File: src/rtl/nbs_pkg.sv
package nbs_pkg;

  typedef enum logic [1:0] {
    OP_READ   = 2'd0,
    OP_PROG   = 2'd1,
    OP_ERASE  = 2'd2,
    OP_STATUS = 2'd3
  } nandOp_t;

  typedef enum logic [1:0] {
    CYC_CMD,
    CYC_ADDR,
    CYC_WDATA,
    CYC_RDATA
  } cycKind_t;

  typedef enum logic [1:0] {
    PH_IDLE,
    PH_SETUP,
    PH_LOW,
    PH_HIGH
  } phase_t;

  typedef enum logic [3:0] {
    S_IDLE,
    S_PRE,
    S_CMD1,
    S_ADDR,
    S_WDATA,
    S_CMD2,
    S_BUSY,
    S_RDATA,
    S_DONE
  } state_t;

  // strobes from control to datapath
  typedef struct packed {
    logic     cycStart;
    cycKind_t kind;
    logic [7:0] outByte;
    logic     waitClr;
  } dpStrobe_t;

  localparam logic [7:0] CMD_READ      = 8'h00;
  localparam logic [7:0] CMD_PROG_LOAD = 8'h80;
  localparam logic [7:0] CMD_PROG_GO   = 8'h10;
  localparam logic [7:0] CMD_ERASE_SET = 8'h60;
  localparam logic [7:0] CMD_ERASE_GO  = 8'hD0;
  localparam logic [7:0] CMD_STATUS    = 8'h70;

  function automatic logic [7:0] openingCmd(nandOp_t op);
    case (op)
      OP_READ:  return CMD_READ;
      OP_PROG:  return CMD_PROG_LOAD;
      OP_ERASE: return CMD_ERASE_SET;
      default:  return CMD_STATUS;
    endcase
  endfunction

endpackage

File: src/rtl/nbs_rb_sync.sv
module nbs_rb_sync #(
  parameter int STAGES = 2
) (
  input  logic clk,
  input  logic rstN,
  input  logic rbIn,
  output logic rbReady
);
  logic [STAGES-1:0] chain;

  generate
    for (genvar i = 0; i < STAGES; i++) begin : g_stage
      if (i == 0) begin : g_first
        always_ff @(posedge clk or negedge rstN)
          if (!rstN) chain[0] <= 1'b0;
          else       chain[0] <= rbIn;
      end else begin : g_next
        always_ff @(posedge clk or negedge rstN)
          if (!rstN) chain[i] <= 1'b0;
          else       chain[i] <= chain[i-1];
      end
    end
  endgenerate

  assign rbReady = chain[STAGES-1];
endmodule

File: src/rtl/nbs_dpath.sv
module nbs_dpath
  import nbs_pkg::*;
#(
  parameter int CNT_W = 8,
  parameter int TO_W  = 24
) (
  input  logic             clk,
  input  logic             rstN,
  input  dpStrobe_t        strobe,
  input  logic [CNT_W-1:0] cfgSetup,
  input  logic [CNT_W-1:0] cfgLow,
  input  logic [CNT_W-1:0] cfgHigh,
  input  logic [7:0]       nandDin,
  output logic             cycDone,
  output logic [TO_W-1:0]  waitCnt,
  output logic [7:0]       rdData,
  output logic             rdValid,
  output logic [7:0]       nandDout,
  output logic             nandDoe,
  output logic             nandCle,
  output logic             nandAle,
  output logic             nandWeN,
  output logic             nandReN
);
  phase_t           phase;
  cycKind_t         kindQ;
  logic [CNT_W-1:0] cnt;

  // a zero width is stretched to one clock
  function automatic logic [CNT_W-1:0] loadOf(logic [CNT_W-1:0] w);
    return (w == '0) ? '0 : w - CNT_W'(1);
  endfunction

  always_ff @(posedge clk or negedge rstN) begin
    if (!rstN) begin
      phase    <= PH_IDLE;
      kindQ    <= CYC_CMD;
      cnt      <= '0;
      nandCle  <= 1'b0;
      nandAle  <= 1'b0;
      nandWeN  <= 1'b1;
      nandReN  <= 1'b1;
      nandDout <= '0;
      nandDoe  <= 1'b0;
      rdData   <= '0;
      rdValid  <= 1'b0;
    end else begin
      rdValid <= 1'b0;
      case (phase)
        PH_IDLE: begin
          if (strobe.cycStart) begin
            kindQ    <= strobe.kind;
            nandCle  <= (strobe.kind == CYC_CMD);
            nandAle  <= (strobe.kind == CYC_ADDR);
            nandDoe  <= (strobe.kind != CYC_RDATA);
            nandDout <= strobe.outByte;
            cnt      <= loadOf(cfgSetup);
            phase    <= PH_SETUP;
          end
        end
        PH_SETUP: begin
          if (cnt == '0) begin
            phase <= PH_LOW;
            cnt   <= loadOf(cfgLow);
            if (kindQ == CYC_RDATA) nandReN <= 1'b0;
            else                    nandWeN <= 1'b0;
          end else begin
            cnt <= cnt - CNT_W'(1);
          end
        end
        PH_LOW: begin
          if (cnt == '0) begin
            nandWeN <= 1'b1;
            nandReN <= 1'b1;
            if (kindQ == CYC_RDATA) begin
              rdData  <= nandDin;
              rdValid <= 1'b1;
            end
            cnt   <= loadOf(cfgHigh);
            phase <= PH_HIGH;
          end else begin
            cnt <= cnt - CNT_W'(1);
          end
        end
        PH_HIGH: begin
          if (cnt == '0) begin
            phase   <= PH_IDLE;
            nandCle <= 1'b0;
            nandAle <= 1'b0;
            nandDoe <= 1'b0;
          end else begin
            cnt <= cnt - CNT_W'(1);
          end
        end
        default: phase <= PH_IDLE;
      endcase
    end
  end

  assign cycDone = (phase == PH_HIGH) && (cnt == '0);

  // wait counter, saturating
  always_ff @(posedge clk or negedge rstN) begin
    if (!rstN)                waitCnt <= '0;
    else if (strobe.waitClr)  waitCnt <= '0;
    else if (waitCnt != '1)   waitCnt <= waitCnt + TO_W'(1);
  end
endmodule

File: src/rtl/nbs_ctrl.sv
module nbs_ctrl
  import nbs_pkg::*;
#(
  parameter int DIES        = 4,
  parameter int DIE_W       = 2,
  parameter int ROW_W       = 16,
  parameter int TO_W        = 24,
  parameter int MAIN_BYTES  = 512,
  parameter int SPARE_BYTES = 16,
  parameter int GUARD       = 4
) (
  input  logic             clk,
  input  logic             rstN,
  input  logic             reqValid,
  output logic             reqReady,
  input  logic [1:0]       reqOp,
  input  logic [DIE_W-1:0] reqDie,
  input  logic [ROW_W-1:0] reqRow,
  input  logic             reqSpareOff,
  input  logic [TO_W-1:0]  cfgTimeout,
  input  logic [7:0]       wrData,
  output logic             wrReady,
  output logic             doneValid,
  output logic             doneTimeout,
  input  logic             cycDone,
  input  logic [TO_W-1:0]  waitCnt,
  input  logic             rbReady,
  output dpStrobe_t        strobe,
  output logic [DIES-1:0]  ceN,
  output logic             wpN,
  output logic             se
);
  localparam int FULL_BYTES = MAIN_BYTES + SPARE_BYTES;
  localparam int LEN_W      = $clog2(FULL_BYTES + 1);

  state_t           state;
  nandOp_t          opQ;
  logic [DIE_W-1:0] dieQ;
  logic [15:0]      rowQ;
  logic             spareQ;
  logic             issued;
  logic [1:0]       addrIdx;
  logic [LEN_W-1:0] byteCnt;
  logic             toQ;

  logic [LEN_W-1:0] pageLast;
  logic [LEN_W-1:0] readLast;
  logic             inIssue;
  logic             readyOk;
  logic             limitHit;

  assign pageLast = spareQ ? LEN_W'(MAIN_BYTES - 1) : LEN_W'(FULL_BYTES - 1);
  assign readLast = (opQ == OP_STATUS) ? '0 : pageLast;
  assign inIssue  = (state == S_CMD1) || (state == S_ADDR) || (state == S_WDATA) ||
                    (state == S_CMD2) || (state == S_RDATA);
  assign readyOk  = rbReady && (waitCnt >= TO_W'(GUARD));
  assign limitHit = waitCnt >= cfgTimeout;

  always_comb begin
    strobe          = '0;
    strobe.kind     = CYC_CMD;
    strobe.cycStart = inIssue && !issued;
    strobe.waitClr  = (state != S_PRE) && (state != S_BUSY);
    case (state)
      S_CMD1: strobe.outByte = openingCmd(opQ);
      S_ADDR: begin
        strobe.kind = CYC_ADDR;
        case (addrIdx)
          2'd1:    strobe.outByte = rowQ[7:0];
          2'd2:    strobe.outByte = rowQ[15:8];
          default: strobe.outByte = 8'h00;
        endcase
      end
      S_WDATA: begin
        strobe.kind    = CYC_WDATA;
        strobe.outByte = wrData;
      end
      S_CMD2:  strobe.outByte = (opQ == OP_PROG) ? CMD_PROG_GO : CMD_ERASE_GO;
      S_RDATA: strobe.kind = CYC_RDATA;
      default: strobe.outByte = 8'h00;
    endcase
  end

  assign wrReady     = (state == S_WDATA) && strobe.cycStart;
  assign reqReady    = (state == S_IDLE);
  assign doneValid   = (state == S_DONE);
  assign doneTimeout = doneValid && toQ;

  always_ff @(posedge clk or negedge rstN) begin
    if (!rstN) begin
      state   <= S_IDLE;
      opQ     <= OP_READ;
      dieQ    <= '0;
      rowQ    <= '0;
      spareQ  <= 1'b0;
      issued  <= 1'b0;
      addrIdx <= '0;
      byteCnt <= '0;
      toQ     <= 1'b0;
      ceN     <= '1;
      wpN     <= 1'b0;
      se      <= 1'b0;
    end else begin
      if (strobe.cycStart) issued <= 1'b1;
      case (state)
        S_IDLE: begin
          if (reqValid) begin
            opQ     <= nandOp_t'(reqOp);
            dieQ    <= reqDie;
            rowQ    <= 16'(reqRow);
            spareQ  <= reqSpareOff;
            issued  <= 1'b0;
            addrIdx <= '0;
            byteCnt <= '0;
            toQ     <= 1'b0;
            ceN     <= ~(DIES'(1) << reqDie);
            wpN     <= (nandOp_t'(reqOp) == OP_PROG) || (nandOp_t'(reqOp) == OP_ERASE);
            se      <= reqSpareOff &&
                       ((nandOp_t'(reqOp) == OP_READ) || (nandOp_t'(reqOp) == OP_PROG));
            state   <= S_PRE;
          end
        end
        S_PRE: begin
          if (rbReady)       state <= S_CMD1;
          else if (limitHit) begin
            toQ   <= 1'b1;
            state <= S_DONE;
          end
        end
        S_CMD1: if (cycDone) begin
          issued <= 1'b0;
          state  <= (opQ == OP_STATUS) ? S_RDATA : S_ADDR;
        end
        S_ADDR: if (cycDone) begin
          issued  <= 1'b0;
          addrIdx <= addrIdx + 2'd1;
          if (addrIdx == 2'd2) begin
            case (opQ)
              OP_READ: state <= S_BUSY;
              OP_PROG: state <= S_WDATA;
              default: state <= S_CMD2;
            endcase
          end
        end
        S_WDATA: if (cycDone) begin
          issued <= 1'b0;
          if (byteCnt == pageLast) begin
            byteCnt <= '0;
            state   <= S_CMD2;
          end else begin
            byteCnt <= byteCnt + LEN_W'(1);
          end
        end
        S_CMD2: if (cycDone) begin
          issued <= 1'b0;
          state  <= S_BUSY;
        end
        S_BUSY: begin
          if (readyOk) begin
            byteCnt <= '0;
            state   <= (opQ == OP_READ) ? S_RDATA : S_DONE;
          end else if (limitHit) begin
            toQ   <= 1'b1;
            state <= S_DONE;
          end
        end
        S_RDATA: if (cycDone) begin
          issued <= 1'b0;
          if (byteCnt == readLast) state <= S_DONE;
          else byteCnt <= byteCnt + LEN_W'(1);
        end
        S_DONE: begin
          ceN   <= '1;
          wpN   <= 1'b0;
          se    <= 1'b0;
          state <= S_IDLE;
        end
        default: state <= S_IDLE;
      endcase
    end
  end
endmodule

File: src/rtl/nand_bus_seq.sv
module nand_bus_seq
  import nbs_pkg::*;
#(
  parameter int DIES        = 4,
  parameter int ROW_W       = 16,
  parameter int CNT_W       = 8,
  parameter int TO_W        = 24,
  parameter int MAIN_BYTES  = 512,
  parameter int SPARE_BYTES = 16,
  parameter int GUARD       = 4,
  parameter int SYNC_STAGES = 2,
  localparam int DIE_W      = $clog2(DIES)
) (
  input  logic             clk,
  input  logic             rstN,
  input  logic             reqValid,
  output logic             reqReady,
  input  logic [1:0]       reqOp,
  input  logic [DIE_W-1:0] reqDie,
  input  logic [ROW_W-1:0] reqRow,
  input  logic             reqSpareOff,
  input  logic [CNT_W-1:0] cfgSetup,
  input  logic [CNT_W-1:0] cfgLow,
  input  logic [CNT_W-1:0] cfgHigh,
  input  logic [TO_W-1:0]  cfgTimeout,
  input  logic [7:0]       wrData,
  output logic             wrReady,
  output logic [7:0]       rdData,
  output logic             rdValid,
  output logic             doneValid,
  output logic             doneTimeout,
  output logic [7:0]       nandDout,
  output logic             nandDoe,
  input  logic [7:0]       nandDin,
  output logic             nandCle,
  output logic             nandAle,
  output logic             nandWeN,
  output logic             nandReN,
  output logic [DIES-1:0]  nandCeN,
  output logic             nandWpN,
  output logic             nandSe,
  input  logic             nandRbN
);
  dpStrobe_t       strobe;
  logic            cycDone;
  logic [TO_W-1:0] waitCnt;
  logic            rbReady;

  nbs_rb_sync #(.STAGES(SYNC_STAGES)) i_sync (
    .clk(clk), .rstN(rstN), .rbIn(nandRbN), .rbReady(rbReady)
  );

  nbs_ctrl #(
    .DIES(DIES), .DIE_W(DIE_W), .ROW_W(ROW_W), .TO_W(TO_W),
    .MAIN_BYTES(MAIN_BYTES), .SPARE_BYTES(SPARE_BYTES), .GUARD(GUARD)
  ) i_ctrl (
    .clk(clk), .rstN(rstN),
    .reqValid(reqValid), .reqReady(reqReady), .reqOp(reqOp), .reqDie(reqDie),
    .reqRow(reqRow), .reqSpareOff(reqSpareOff), .cfgTimeout(cfgTimeout),
    .wrData(wrData), .wrReady(wrReady), .doneValid(doneValid),
    .doneTimeout(doneTimeout), .cycDone(cycDone), .waitCnt(waitCnt),
    .rbReady(rbReady), .strobe(strobe), .ceN(nandCeN), .wpN(nandWpN), .se(nandSe)
  );

  nbs_dpath #(.CNT_W(CNT_W), .TO_W(TO_W)) i_dpath (
    .clk(clk), .rstN(rstN), .strobe(strobe),
    .cfgSetup(cfgSetup), .cfgLow(cfgLow), .cfgHigh(cfgHigh),
    .nandDin(nandDin), .cycDone(cycDone), .waitCnt(waitCnt),
    .rdData(rdData), .rdValid(rdValid), .nandDout(nandDout), .nandDoe(nandDoe),
    .nandCle(nandCle), .nandAle(nandAle), .nandWeN(nandWeN), .nandReN(nandReN)
  );
endmodule

File: config.mk
export PLATFORM = sky130hd
export DESIGN_NAME = nand_bus_seq
export DESIGN_NICKNAME = d
export VERILOG_FILES = /design/src/rtl/nbs_pkg.sv /design/src/rtl/nbs_rb_sync.sv /design/src/rtl/nbs_dpath.sv /design/src/rtl/nbs_ctrl.sv /design/src/rtl/nand_bus_seq.sv
export SDC_FILE = /design/constraint.sdc
export NUM_CORES = 1
export LEC_CHECK = 0
export ABC_AREA = 1
export BUFFER_PORTS_ARGS = -buffer_cell sky130_fd_sc_hd__buf_2
export CORE_MARGIN = 5
export CORE_UTILIZATION = 40
export DETAILED_ROUTE_END_ITERATION = 7
export PLACE_DENSITY = 0.63
export RECOVER_POWER = 25
export SLEW_MARGIN = 20
export SYNTH_ARGS = -nofsm -noshare
export SYNTH_HDL_FRONTEND = slang
export SYNTH_SLANG_ARGS = --single-unit
export TNS_END_PERCENT = 5
File: constraint.sdc
create_clock -name clk -period 4.87 [get_ports clk]
set_input_delay 0.2435 -clock clk [delete_from_list [all_inputs] [get_ports clk]]
set_output_delay 0.2435 -clock clk [all_outputs]
set_load 0.02 [all_outputs]
==> flow_metrics.py <==
metrics = {
    "setup_path": {
        "worstSetupPathType": "flop to flop",
        "slowest_delay_ns": 0.46,
        "reg2reg_from": "i_dpath.cnt[0]$_DFFE_PN0P_",
        "critPathSlowestCell": "nor2_2",
        "crit_path_cell_trace": "inv_1, ha_1, nand3_1, nor2_2, nand3_2, a21oi_2, nand2_1, nor2_4, inv_1, nand2_1, nand2_1",
        "cp.required_ns": 5.12,
        "cp-end-kind": "flop",
        "crit_path_frequent_cell": "nand2_1",
        "startpoint_type": "flop",
        "crit_path_start": "i_dpath.cnt[0]$_DFFE_PN0P_",
        "cp_max_fo": 16,
        "critical_path_arrival_ns": 2.58,
    },
    "placement": {
        "place.gp.congestion": 0.917,
        "portBuffers": 120,
        "place_hpwl_mm": 13.6,
        "dp_slack_ns": 2.53,
    },
    "pwr": {
        "vdd_drop_max_v": 0.000195,
        "p_leak_uw": 0.00433,
        "cellPowerDensity_mw_per_mm2": 442,
    },
    "synthesis": {
        "yosys_register_bits": 103,
        "synth_edf_count": 0,
        "synthesis.nets": 1139,
        "async_reset_ff_share_pct": 100,
        "syn_inst": 1007,
        "avgSynthCellArea_um2": 7.03,
        "synth_cell_types": 41,
        "ys_seq_area_share_pct": 36.5,
        "synth_area_mm2": 0.00707,
        "synth_top_flop_cell": "dfrtp_1",
        "ys_warn_count": 0,
    },
    "sta": {
        "rsz0062_at_grt": "false",
        "setup_ws_ns": 2.54,
        "slew_viol_final": 0,
        "setup_violations": 0,
        "relSlewSlack_pct": 39.7,
        "fin_worst_skew_ns": 0.00633,
        "period_share_pct": 47.9,
        "setup_tns_ns": 0,
        "period_minus_slack_ns": 2.33,
        "max_freq_mhz": 428,
        "hold_viol": 0,
        "worst_pin_slew_ns": 0.904,
    },
    "detailed_routing": {
        "avgViaCountPerCell": 4.86,
        "vias": 6598,
        "wire_per_inst_um": 13.0,
        "ant_nets": 0,
        "drt_iter0_drc": 295,
        "wirelength_mm": 17.6,
        "drc_errors": 0,
        "drt_pre_antenna_iters": 4,
    },
    "final_layout": {
        "final_nets": 1260,
        "register_area_mm2": 0.00258,
        "multiInputGateArea_mm2": 0.00387,
        "num_antenna_cells": 0,
        "drive_gt1_share_pct": 16.3,
        "n_fill_cell": 1828,
        "area_delta_synth_final_pct": 15.7,
    },
    "cts": {
        "numCtsBuffers": 9,
        "cts-root-buf": "clkbuf_16",
        "cts_tree": "done",
        "clk_path_buf_depth": 2,
        "clk-insertion-delay-late_ns": 0.36,
        "htreeDepth": 3,
        "clock-sinks": 103,
        "path_clk_slew_ns": 0.07,
    },
    "die": {
        "start_util_pct": 40.9,
        "io_pins": 121,
        "die_w_um": 143,
        "fp.dieArea_mm2": 0.0204,
        "row_count": 48,
        "core-area_mm2": 0.0173,
        "die_h_um": 143,
    },
    "grt": {
        "grt_pass1_vias": 6423,
        "grt_pass1_wl_mm": 29.7,
        "grt_max_degree": 72,
        "grt_overflow_total": 0,
        "antenna_found_initial": 0,
        "track_usage_pct": 17.8,
    },
    "hold_path": {
        "min_path_type": "input port to async pin",
    },
    "flow_run": {
        "drv_cap": 0,
    },
    "status": {
        "status": "completed",
    },
}
cell type report:
type                       instances  share of cell area, %
timing repair buffer             123                   7.68
multi-input combinational        745                   47.2
tap                              225                   3.44
clock buffer                       9                   2.75
sequential                       103                   31.6
inverter                         146                   6.70
clock inverter                     7                  0.596
sequential cells by signal, summed over array words and instances, names as in the netlist, 4 cells and up:
name	count
i_ctrl.ceN	4
i_ctrl.state	4
i_ctrl.rowQ	16
i_dpath.waitCnt	24
i_dpath.nandDout	8
i_dpath.rdData	8
i_ctrl.byteCnt	10
i_dpath.cnt	8
per-stage QoR:
step | power [µW] | cell area, µm² | std cells | hold slack (ns) | util (%)
floorplan | 2510 | 7070 | 1007 | -0.0521 | -
global placement | 2930 | 7900 | 1341 | 0.341 | 45.7
detailed placement | 2940 | 7900 | 1341 | 0.345 | 45.7
CTS | 3630 | 8180 | 1358 | 0.0529 | 47.3
global route | 3950 | 8180 | 1358 | 0.0539 | 47.3
finish | 3610 | 8180 | 1358 | 0.0153 | 47.3
cell families (layout without fill, tap and decap cells):
kind of cell / Yosys count / after routing / share of synthesized area (%)
buf+inv: 159 / 285 / 8.81
flops: 103 / 103 / 36.5
compound gates: 127 / 127 / 10.2
xor+xnor: 34 / 34 / 4.21
simple gates: 541 / 541 / 32.7
fa+ha+maj: 43 / 43 / 7.61
worst max-delay path: cells and delay by family (launching register included):
family	cells	cell delay (ns)
AO/OA/AOI/OAI	1	0.14
flip-flops	1	0.40
buffers and inverters	2	0.26
AND/OR/NAND/NOR	7	1.26
adder cells (fa/ha/maj)	1	0.15
power by group:
part	internal, µW	switching (µW)
Clock	347	343
Sequential	1100	173
Combinational	548	1100
Total	2000	1620
layer usage:
layer | part of all wire [%] | global-route usage (%) | up-vias
met3 | 4.8 | 3.65 | 14
met5 | 0 | 0 | -
met1 | 48 | 23.8 | 3017
li1 | - | - | 3442
met2 | 46 | 29.6 | 125
met4 | 1.2 | 4.25 | 0
path summary, 6_finish.rpt:
check / endpoint / slack [ns] / cells past startpoint
worst max register to register: i_ctrl.byteCnt[1]$_DFFE_PN0P_ / 2.54 / 11
min in group clk: i_ctrl.ceN[2]$_DFFE_PN1P_ / 0.06 / 2
worst max-delay path: i_ctrl.byteCnt[1]$_DFFE_PN0P_ / 2.54 / 11
worst min register to register: i_sync.rbReady$_DFF_PN0_ / 0.36 / 0
max in group asynchronous: i_dpath.nandReN$_DFFE_PN1P_ / 3.83 / 2
worst min-delay path: i_ctrl.rowQ[9]$_DFFE_PN0P_ / 0.02 / 1
what timing repair did:
item | 4_1_cts | 5_1_grt
hold buffers | 1 | 0
resized for setup | 0 | 0
buffers inserted | 0 | 0
endpoints found under the hold margin | 1 | 0
synth_stat cells, types with 8 or more instances:
| cell type | n | area, µm² |
|---|---|---|
| inv_1 | 136 | 510 |
| nand4_1 | 10 | 62.6 |
| nand3_1 | 55 | 275 |
| nor2_1 | 103 | 387 |
| xor2_1 | 26 | 228 |
| o21ai_0 | 38 | 190 |
| xnor2_1 | 8 | 70.1 |
| a21oi_1 | 43 | 215 |
| inv_2 | 10 | 37.5 |
| nand2_1 | 316 | 1190 |
| a22o_1 | 8 | 70.1 |
| ha_1 | 43 | 538 |
| o21ai_1 | 14 | 70.1 |
| dfrtp_1 | 97 | 2430 |
| nor3_1 | 19 | 95.1 |
placed cells by master, fill, tap and decap left out, types with 6 or more instances in the layout:
cell / Yosys / final
a21oi_1: 43 / 43
a22o_1: 8 / 8
a31oi_1: 6 / 6
buf_2: 3 / 119
clkbuf_16: 0 / 9
dfrtp_1: 97 / 97
dfstp_2: 6 / 6
ha_1: 43 / 43
inv_1: 136 / 136
inv_2: 10 / 10
nand2_1: 316 / 316
nand3_1: 55 / 55
nand4_1: 10 / 10
nor2_1: 103 / 103
nor2_2: 7 / 7
nor3_1: 19 / 19
o21ai_0: 38 / 38
o21ai_1: 14 / 14
or2_2: 6 / 6
xnor2_1: 8 / 8
xor2_1: 26 / 26
(Power assumes the default switching activity.)
